File: config.mk
export PLATFORM = sky130hd
export DESIGN_NAME = sbx_exc_unit
export DESIGN_NICKNAME = d
export VERILOG_FILES = /design/src/rtl/sbx_pkg.sv /design/src/rtl/sbx_bound_regs.sv /design/src/rtl/sbx_window_chk.sv /design/src/rtl/sbx_berr_filter.sv /design/src/rtl/sbx_exc_capture.sv /design/src/rtl/sbx_exc_unit.sv
export SDC_FILE = /design/constraint.sdc
export NUM_CORES = 1
export LEC_CHECK = 0
export ABC_AREA = 1
export ABC_CLOCK_PERIOD_IN_PS = 3400
export BUFFER_PORTS_ARGS = -buffer_cell sky130_fd_sc_hd__buf_2
export CAP_MARGIN = 10
export CELL_PAD_IN_SITES_DETAIL_PLACEMENT = 0
export CELL_PAD_IN_SITES_GLOBAL_PLACEMENT = 1
export CORE_MARGIN = 2
export CORE_UTILIZATION = 41
export DETAILED_ROUTE_END_ITERATION = 8
export PLACE_DENSITY = 0.84
export SLEW_MARGIN = 20
export SYNTH_ARGS = -nofsm -noshare
export SYNTH_HDL_FRONTEND = slang
export SYNTH_SLANG_ARGS = --single-unit
File: constraint.sdc
create_clock -name clk -period 3.4 [get_ports clk]
set_input_delay 0.68 -clock clk [delete_from_list [all_inputs] [get_ports clk]]
set_output_delay 0.68 -clock clk [all_outputs]
set_load 0.005 [all_outputs]
File: src/rtl/sbx_pkg.sv
package sbx_pkg;

  typedef enum logic [1:0] {
    ACC_FETCH = 2'b00,
    ACC_LOAD  = 2'b01,
    ACC_STORE = 2'b10,
    ACC_OTHER = 2'b11
  } acc_kind_e;

  localparam int CAUSE_W = 5;

  typedef enum logic [CAUSE_W-1:0] {
    CAUSE_NONE  = 5'h00,
    CAUSE_IBUS  = 5'h01,
    CAUSE_DBUS  = 5'h02,
    CAUSE_STACK = 5'h07
  } cause_e;

endpackage

File: src/rtl/sbx_bound_regs.sv
module sbx_bound_regs #(
  parameter int AW = 32
) (
  input  logic          clk,
  input  logic          rst_n,
  input  logic          wr_en,
  input  logic          wr_sel,
  input  logic [AW-1:0] wr_data,
  output logic [AW-1:0] lo_bound,
  output logic [AW-1:0] hi_bound
);

  localparam logic [AW-1:0] LO_RST = '0;
  localparam logic [AW-1:0] HI_RST = '1;

  always_ff @(posedge clk) begin
    if (!rst_n) begin
      lo_bound <= LO_RST;
      hi_bound <= HI_RST;
    end else if (wr_en) begin
      if (wr_sel) hi_bound <= wr_data;
      else        lo_bound <= wr_data;
    end
  end

endmodule

File: src/rtl/sbx_window_chk.sv
module sbx_window_chk #(
  parameter int AW = 32
) (
  input  logic          chk_valid,
  input  logic [AW-1:0] chk_addr,
  input  logic [AW-1:0] lo_bound,
  input  logic [AW-1:0] hi_bound,
  output logic          fault
);

  logic below_lo;
  logic above_hi;

  always_comb begin
    below_lo = chk_addr < lo_bound;
    above_hi = chk_addr > hi_bound;
    fault    = chk_valid && (below_lo || above_hi);
  end

endmodule

File: src/rtl/sbx_berr_filter.sv
module sbx_berr_filter
  import sbx_pkg::*;
(
  input  logic                berr_valid,
  input  logic [1:0]          berr_kind,
  input  logic                exc_en,
  input  logic                ifetch_trap_en,
  input  logic                data_trap_en,
  output logic                trap,
  output logic [CAUSE_W-1:0]  cause
);

  logic is_fetch;
  logic side_en;

  always_comb begin
    is_fetch = (acc_kind_e'(berr_kind) == ACC_FETCH);
    side_en  = is_fetch ? ifetch_trap_en : data_trap_en;
    trap     = berr_valid && exc_en && side_en;
    cause    = is_fetch ? CAUSE_IBUS : CAUSE_DBUS;
  end

endmodule

File: src/rtl/sbx_exc_capture.sv
module sbx_exc_capture
  import sbx_pkg::*;
#(
  parameter int AW = 32
) (
  input  logic               clk,
  input  logic               rst_n,
  input  logic               stk_fault,
  input  logic [AW-1:0]      stk_addr,
  input  logic               bus_trap,
  input  logic [CAUSE_W-1:0] bus_cause,
  input  logic [AW-1:0]      bus_addr,
  output logic               exc_req,
  output logic [AW-1:0]      exc_addr,
  output logic [CAUSE_W-1:0] exc_cause
);

  logic               take;
  logic [AW-1:0]      nxt_addr;
  logic [CAUSE_W-1:0] nxt_cause;

  // stack fault outranks a bus fault in the same cycle
  always_comb begin
    take      = stk_fault || bus_trap;
    nxt_addr  = stk_fault ? stk_addr : bus_addr;
    nxt_cause = stk_fault ? CAUSE_STACK : bus_cause;
  end

  always_ff @(posedge clk) begin
    if (!rst_n) begin
      exc_req   <= 1'b0;
      exc_addr  <= '0;
      exc_cause <= CAUSE_NONE;
    end else begin
      exc_req <= take;
      if (take) begin
        exc_addr  <= nxt_addr;
        exc_cause <= nxt_cause;
      end
    end
  end

endmodule

File: src/rtl/sbx_exc_unit.sv
module sbx_exc_unit
  import sbx_pkg::*;
#(
  parameter int AW = 32
) (
  input  logic               clk,
  input  logic               rst_n,
  input  logic               bnd_we,
  input  logic               bnd_sel,
  input  logic [AW-1:0]      bnd_data,
  input  logic               stk_valid,
  input  logic [AW-1:0]      stk_addr,
  input  logic               berr_valid,
  input  logic [1:0]         berr_kind,
  input  logic [AW-1:0]      berr_vaddr,
  input  logic               exc_en,
  input  logic               ifetch_trap_en,
  input  logic               data_trap_en,
  output logic               exc_req,
  output logic [AW-1:0]      exc_addr,
  output logic [CAUSE_W-1:0] exc_cause
);

  logic [AW-1:0]      lo_bound;
  logic [AW-1:0]      hi_bound;
  logic               stk_fault;
  logic               bus_trap;
  logic [CAUSE_W-1:0] bus_cause;

  sbx_bound_regs #(.AW(AW)) u_bounds (
    .clk      (clk),
    .rst_n    (rst_n),
    .wr_en    (bnd_we),
    .wr_sel   (bnd_sel),
    .wr_data  (bnd_data),
    .lo_bound (lo_bound),
    .hi_bound (hi_bound)
  );

  sbx_window_chk #(.AW(AW)) u_window (
    .chk_valid (stk_valid),
    .chk_addr  (stk_addr),
    .lo_bound  (lo_bound),
    .hi_bound  (hi_bound),
    .fault     (stk_fault)
  );

  sbx_berr_filter u_berr (
    .berr_valid     (berr_valid),
    .berr_kind      (berr_kind),
    .exc_en         (exc_en),
    .ifetch_trap_en (ifetch_trap_en),
    .data_trap_en   (data_trap_en),
    .trap           (bus_trap),
    .cause          (bus_cause)
  );

  sbx_exc_capture #(.AW(AW)) u_capture (
    .clk       (clk),
    .rst_n     (rst_n),
    .stk_fault (stk_fault),
    .stk_addr  (stk_addr),
    .bus_trap  (bus_trap),
    .bus_cause (bus_cause),
    .bus_addr  (berr_vaddr),
    .exc_req   (exc_req),
    .exc_addr  (exc_addr),
    .exc_cause (exc_cause)
  );

endmodule

==> results.rst <==
.. list-table::
   :header-rows: 1

   * - Metric
     - Value
   * - Least-Margin Pin Slew
     - 1.04 ns
   * - Buffers & Inverters on Critical Path
     - 2
   * - Worst clock skew on the final layout
     - 0.00843 ns
   * - Post-detailed-route DRC marker count
     - 0
   * - Fill count
     - 1450
   * - Primary FF master, synth
     - sky130_fd_sc_hd__dfxtp_1
   * - Final Hold Viols
     - 0
   * - List of cells traversed by the critical path
     - buf_2 -> ha_1 -> a21oi_1 -> nor2_1 -> nor3_1 -> nand2_1 -> nand2_1 -> nand2_1 -> nand2_1 -> nand2_2 -> nand2_4 -> nand2_4 -> buf_12 -> a21oi_1 -> nand2_1 -> nand2_1
   * - Proportion of layout cells with a drive suffix above 1
     - 0.231
   * - Worst setup SP type
     - primary input
   * - Cell total after placement
     - 1075
   * - Number of primary I/O pins
     - 145
   * - Antenna-violating nets left
     - 0
   * - Final hold slack
     - 0.457 ns
   * - Cell type group with the largest total delay on the critical path
     - simple AND/OR/NAND/NOR gates
   * - Clk root buf
     - sky130_fd_sc_hd__clkbuf_16
   * - Cell area after technology mapping
     - 0.00581 mm2
   * - Fraction of synthesized cell area taken by the top area cell type
     - 0.345
   * - Total of warnings raised by yosys
     - 0
   * - Power share of the combinational group
     - 0.222
   * - Switching share of total power
     - 0.293
   * - Vias per std cell
     - 4.72
   * - CTS Buffer Depth
     - 2
   * - Fraction of registers with async set or reset after synthesis
     - 0
   * - Post-CTS setup buffer count
     - 0
   * - Type of destination of the critical path
     - register
   * - Total global routing track utilization
     - 0.198
   * - Pin count of the biggest net entering global routing
     - 66
   * - Max-capacitance violation count
     - 0
   * - Share of synthesized area occupied by flip-flops and latches
     - 0.345
   * - Worst path slowest cell
     - sky130_fd_sc_hd__ha_1
   * - Setup repair after global routing missed its margin
     - no
   * - Pint
     - 2.11 mW
   * - IO Port Bufs
     - 142
   * - Number of H-tree levels
     - 3
   * - Mean instance size in the synthesized netlist
     - 7.35 um2
   * - Count of clock tree sinks
     - 100
   * - Synth cell types
     - 30
   * - Floorplan Core Area
     - 0.0139 mm2
   * - Min-delay worst type
     - register to register
   * - Cts repair resizes
     - 0
   * - Critical R2R Capture
     - u_capture.exc_addr[30]
   * - Final non-filler cell total
     - 1091
   * - Growth of design area from synthesis to finish
     - 18.4%
   * - Wirelength per Cell
     - 13.3 um
   * - Via count of the first global-routing pass
     - 4799
   * - Placer Congestion
     - 0.826
   * - Biggest area contributors in the synthesized netlist
     - sky130_fd_sc_hd__dfxtp_1 34%, sky130_fd_sc_hd__ha_1 14%, sky130_fd_sc_hd__nand2_1 13%
   * - Area enclosed by the die boundary
     - 0.0151 mm2
   * - Run status
     - finished, final reports clean
   * - CP Capture Point
     - u_capture.exc_addr[30]
   * - Part of the power in registers
     - 0.440
   * - Max incr delay on CP
     - 0.30 ns
   * - Maximum operating frequency
     - 407 MHz
   * - Post-layout minimum cycle time
     - 2.46 ns
   * - Critical path peak fanout
     - 46
   * - Data required time of the critical path
     - 3.69 ns
   * - Final nets
     - 1076
   * - Max-slew headroom
     - 0.303
   * - Clock slew seen by the registers of the worst setup and hold paths
     - 0.07 ns
   * - Die H
     - 123 um
   * - Most used cell along the critical path
     - sky130_fd_sc_hd__nand2_1
   * - Finish-stage setup viols
     - 0
   * - Launching instance or port of the critical path
     - stk_addr[5]
   * - CTS tree
     - built
   * - First-pass GRT wire length
     - 23300 um
   * - Width of the die
     - 123 um
   * - Count of TritonRoute iterations in the first routing pass
     - 5
   * - Number of antenna violations at the first check in global routing
     - 1
   * - TritonCTS buffer count
     - 9
   * - Summed negative setup slack over all endpoints
     - 0 ns
   * - Number of gates on the worst path with buffers counted
     - 16
   * - Final clock period utilization by the worst path
     - 0.722
   * - Origin of the critical flop-to-flop path
     - u_bounds.lo_bound[5]
   * - Starting density of the core
     - 0.418
   * - Depth of the worst register-to-register path
     - 16
   * - Leak
     - 3.56 nW
   * - Final instance area
     - 0.00688 mm2
   * - Number of pins exceeding their max-slew limit in the final report
     - 0
   * - Post-synthesis cell type with the largest combined area
     - sky130_fd_sc_hd__dfxtp_1
   * - Total placed instance area
     - 0.00659 mm2
   * - Peak supply drop
     - 0.237 mV
   * - Crit path DAT
     - 2.75 ns
   * - Rows
     - 43
   * - Number of design-rule violations left by the first detailed-router iteration
     - 298
   * - Critical path class
     - primary input to register
   * - Power density over cell area
     - 434 mW/mm2
   * - Flop2flop setup slack
     - 1.07 ns
   * - Final total power
     - 2.99 mW
   * - Skew-Pair Late Insertion Delay
     - 0.35 ns
   * - Total via count in the routed design
     - 5146
   * - Mapped Cells
     - 790
   * - NetSw
     - 0.874 mW
   * - Number of synthesized flops with an enable pin
     - 0
   * - Detailed placer's ending HPWL
     - 10900 um
   * - Number of hold buffers added after CTS
     - 0
   * - Total detailed-routing wirelength
     - 14500 um
   * - Flip-flop and latch count after synthesis
     - 100
   * - Total overflow reported by the global router
     - 0
   * - Portion of total power attributed to the clock network
     - 0.338
-- cell type report --
class / instances / area [um2] / share of cell area
diodes: 1 / 2.50 / 0.000364
clock buffers: 14 / 284 / 0.0413
clock inverters: 1 / 5.00 / 0.000728
inverters: 111 / 417 / 0.0606
multi-input cells: 536 / 3180 / 0.462
flip-flops and latches: 100 / 2000 / 0.291
well taps: 180 / 225 / 0.0327
repair buffers: 148 / 768 / 0.112
-- worst min-delay path, cell delays in order, from the launching register on --
cell                      delay [ns]
sky130_fd_sc_hd__dfxtp_1        0.30
sky130_fd_sc_hd__inv_1          0.06
sky130_fd_sc_hd__a21oi_1        0.05
-- state kept, by name, summed over array words and instances (netlist names) --
name,count
u_capture.exc_addr,32
u_capture.exc_req,1
u_bounds.lo_bound,32
u_bounds.hi_bound,32
u_capture.exc_cause,3
-- cells by family after synthesis --
group | count (synthesis) | synth area share
and+or+nand+nor | 302 | 0.235
AOI/OAI and AO/OA | 168 | 0.173
buffers and inverters | 155 | 0.109
DFF | 100 | 0.345
adders and majority gates | 63 | 0.136
muxes | 1 | 0.00194
other | 1 | 0.000646
-- power by group through the flow --
stage | clock network [mW] | registers (mW) | logic [mW]
after floorplan | 0 | 1.34 | 0.446
after global placement | 0 | 1.34 | 0.660
after detailed placement | 0 | 1.34 | 0.669
after CTS | 1.04 | 1.32 | 0.671
after global routing | 1.09 | 1.33 | 0.769
final | 1.01 | 1.32 | 0.663
-- routing by layer --
layer  vias up  global-route usage  wire, um
li1       2798                   -         -
met1      2223               0.297      7690
met2       115               0.289      5890
met3        10              0.0291       741
met4         0              0.0661       175
met5         -                   0         0
-- cell usage after synthesis, types with 3 or more instances --
library cell               count
sky130_fd_sc_hd__buf_2        12
sky130_fd_sc_hd__clkbuf_1     27
sky130_fd_sc_hd__nand3_2      21
sky130_fd_sc_hd__o211ai_1     31
sky130_fd_sc_hd__nand2_1     201
sky130_fd_sc_hd__nand4_1       3
sky130_fd_sc_hd__a21oi_2      20
sky130_fd_sc_hd__ha_1         63
sky130_fd_sc_hd__o21ai_0      39
sky130_fd_sc_hd__inv_1       107
sky130_fd_sc_hd__nor2_1       22
sky130_fd_sc_hd__nand3_1      48
sky130_fd_sc_hd__a21oi_1      73
sky130_fd_sc_hd__dfxtp_1     100
-- metrics by stage --
step / setup slack, ns / utilization
final: 0.944 / 0.496
after global routing: 0.707 / 0.496
after CTS: 0.930 / 0.495
after detailed placement: 0.560 / 0.475
after global placement: 0.583 / 0.475
after floorplan: 1.18 / -
-- cells in the final DEF, fill, tap and decap left out --
| cell | instances |
|---|---|
| sky130_fd_sc_hd__nand2_1 | 201 |
| sky130_fd_sc_hd__buf_2 | 142 |
| sky130_fd_sc_hd__inv_1 | 107 |
| sky130_fd_sc_hd__dfxtp_1 | 100 |
| sky130_fd_sc_hd__a21oi_1 | 73 |
| sky130_fd_sc_hd__ha_1 | 63 |
| sky130_fd_sc_hd__nand3_1 | 48 |
| sky130_fd_sc_hd__o21ai_0 | 39 |
| sky130_fd_sc_hd__o211ai_1 | 31 |
| sky130_fd_sc_hd__nor2_1 | 22 |
| sky130_fd_sc_hd__nand3_2 | 21 |
| sky130_fd_sc_hd__a21oi_2 | 20 |
| sky130_fd_sc_hd__clkbuf_16 | 9 |
| sky130_fd_sc_hd__buf_4 | 5 |
| sky130_fd_sc_hd__clkbuf_8 | 4 |
| sky130_fd_sc_hd__nand4_1 | 3 |
| sky130_fd_sc_hd__clkinv_1 | 2 |
| sky130_fd_sc_hd__inv_2 | 2 |
| sky130_fd_sc_hd__nor3_1 | 2 |
| sky130_fd_sc_hd__o21a_1 | 2 |
| sky130_fd_sc_hd__nand2_4 | 2 |
| sky130_fd_sc_hd__conb_1 | 2 |
| sky130_fd_sc_hd__diode_2 | 1 |
| sky130_fd_sc_hd__nor3b_2 | 1 |
| sky130_fd_sc_hd__and3_1 | 1 |
| sky130_fd_sc_hd__o21bai_1 | 1 |
| sky130_fd_sc_hd__nand2_2 | 1 |
| sky130_fd_sc_hd__a21o_1 | 1 |
| sky130_fd_sc_hd__mux2_2 | 1 |
| sky130_fd_sc_hd__a31oi_1 | 1 |
| sky130_fd_sc_hd__clkinv_2 | 1 |
| sky130_fd_sc_hd__clkbuf_1 | 1 |
| sky130_fd_sc_hd__buf_12 | 1 |
-- worst min-delay path by stage --
stage                               start                    end  slack, ns  cells after the start
detailed placement  u_bounds.lo_bound[26]  u_bounds.lo_bound[26]       0.45                      2
global route         u_bounds.lo_bound[1]   u_bounds.lo_bound[1]       0.48                      2
finish               u_bounds.lo_bound[7]   u_bounds.lo_bound[7]       0.46                      2
CTS                 u_bounds.lo_bound[26]  u_bounds.lo_bound[26]       0.46                      2
global placement    u_bounds.lo_bound[13]  u_bounds.lo_bound[13]       0.45                      2
floorplan           u_bounds.lo_bound[10]  u_bounds.lo_bound[10]       0.43                      2
No activity file was read; power rests on OpenSTA's default activity.
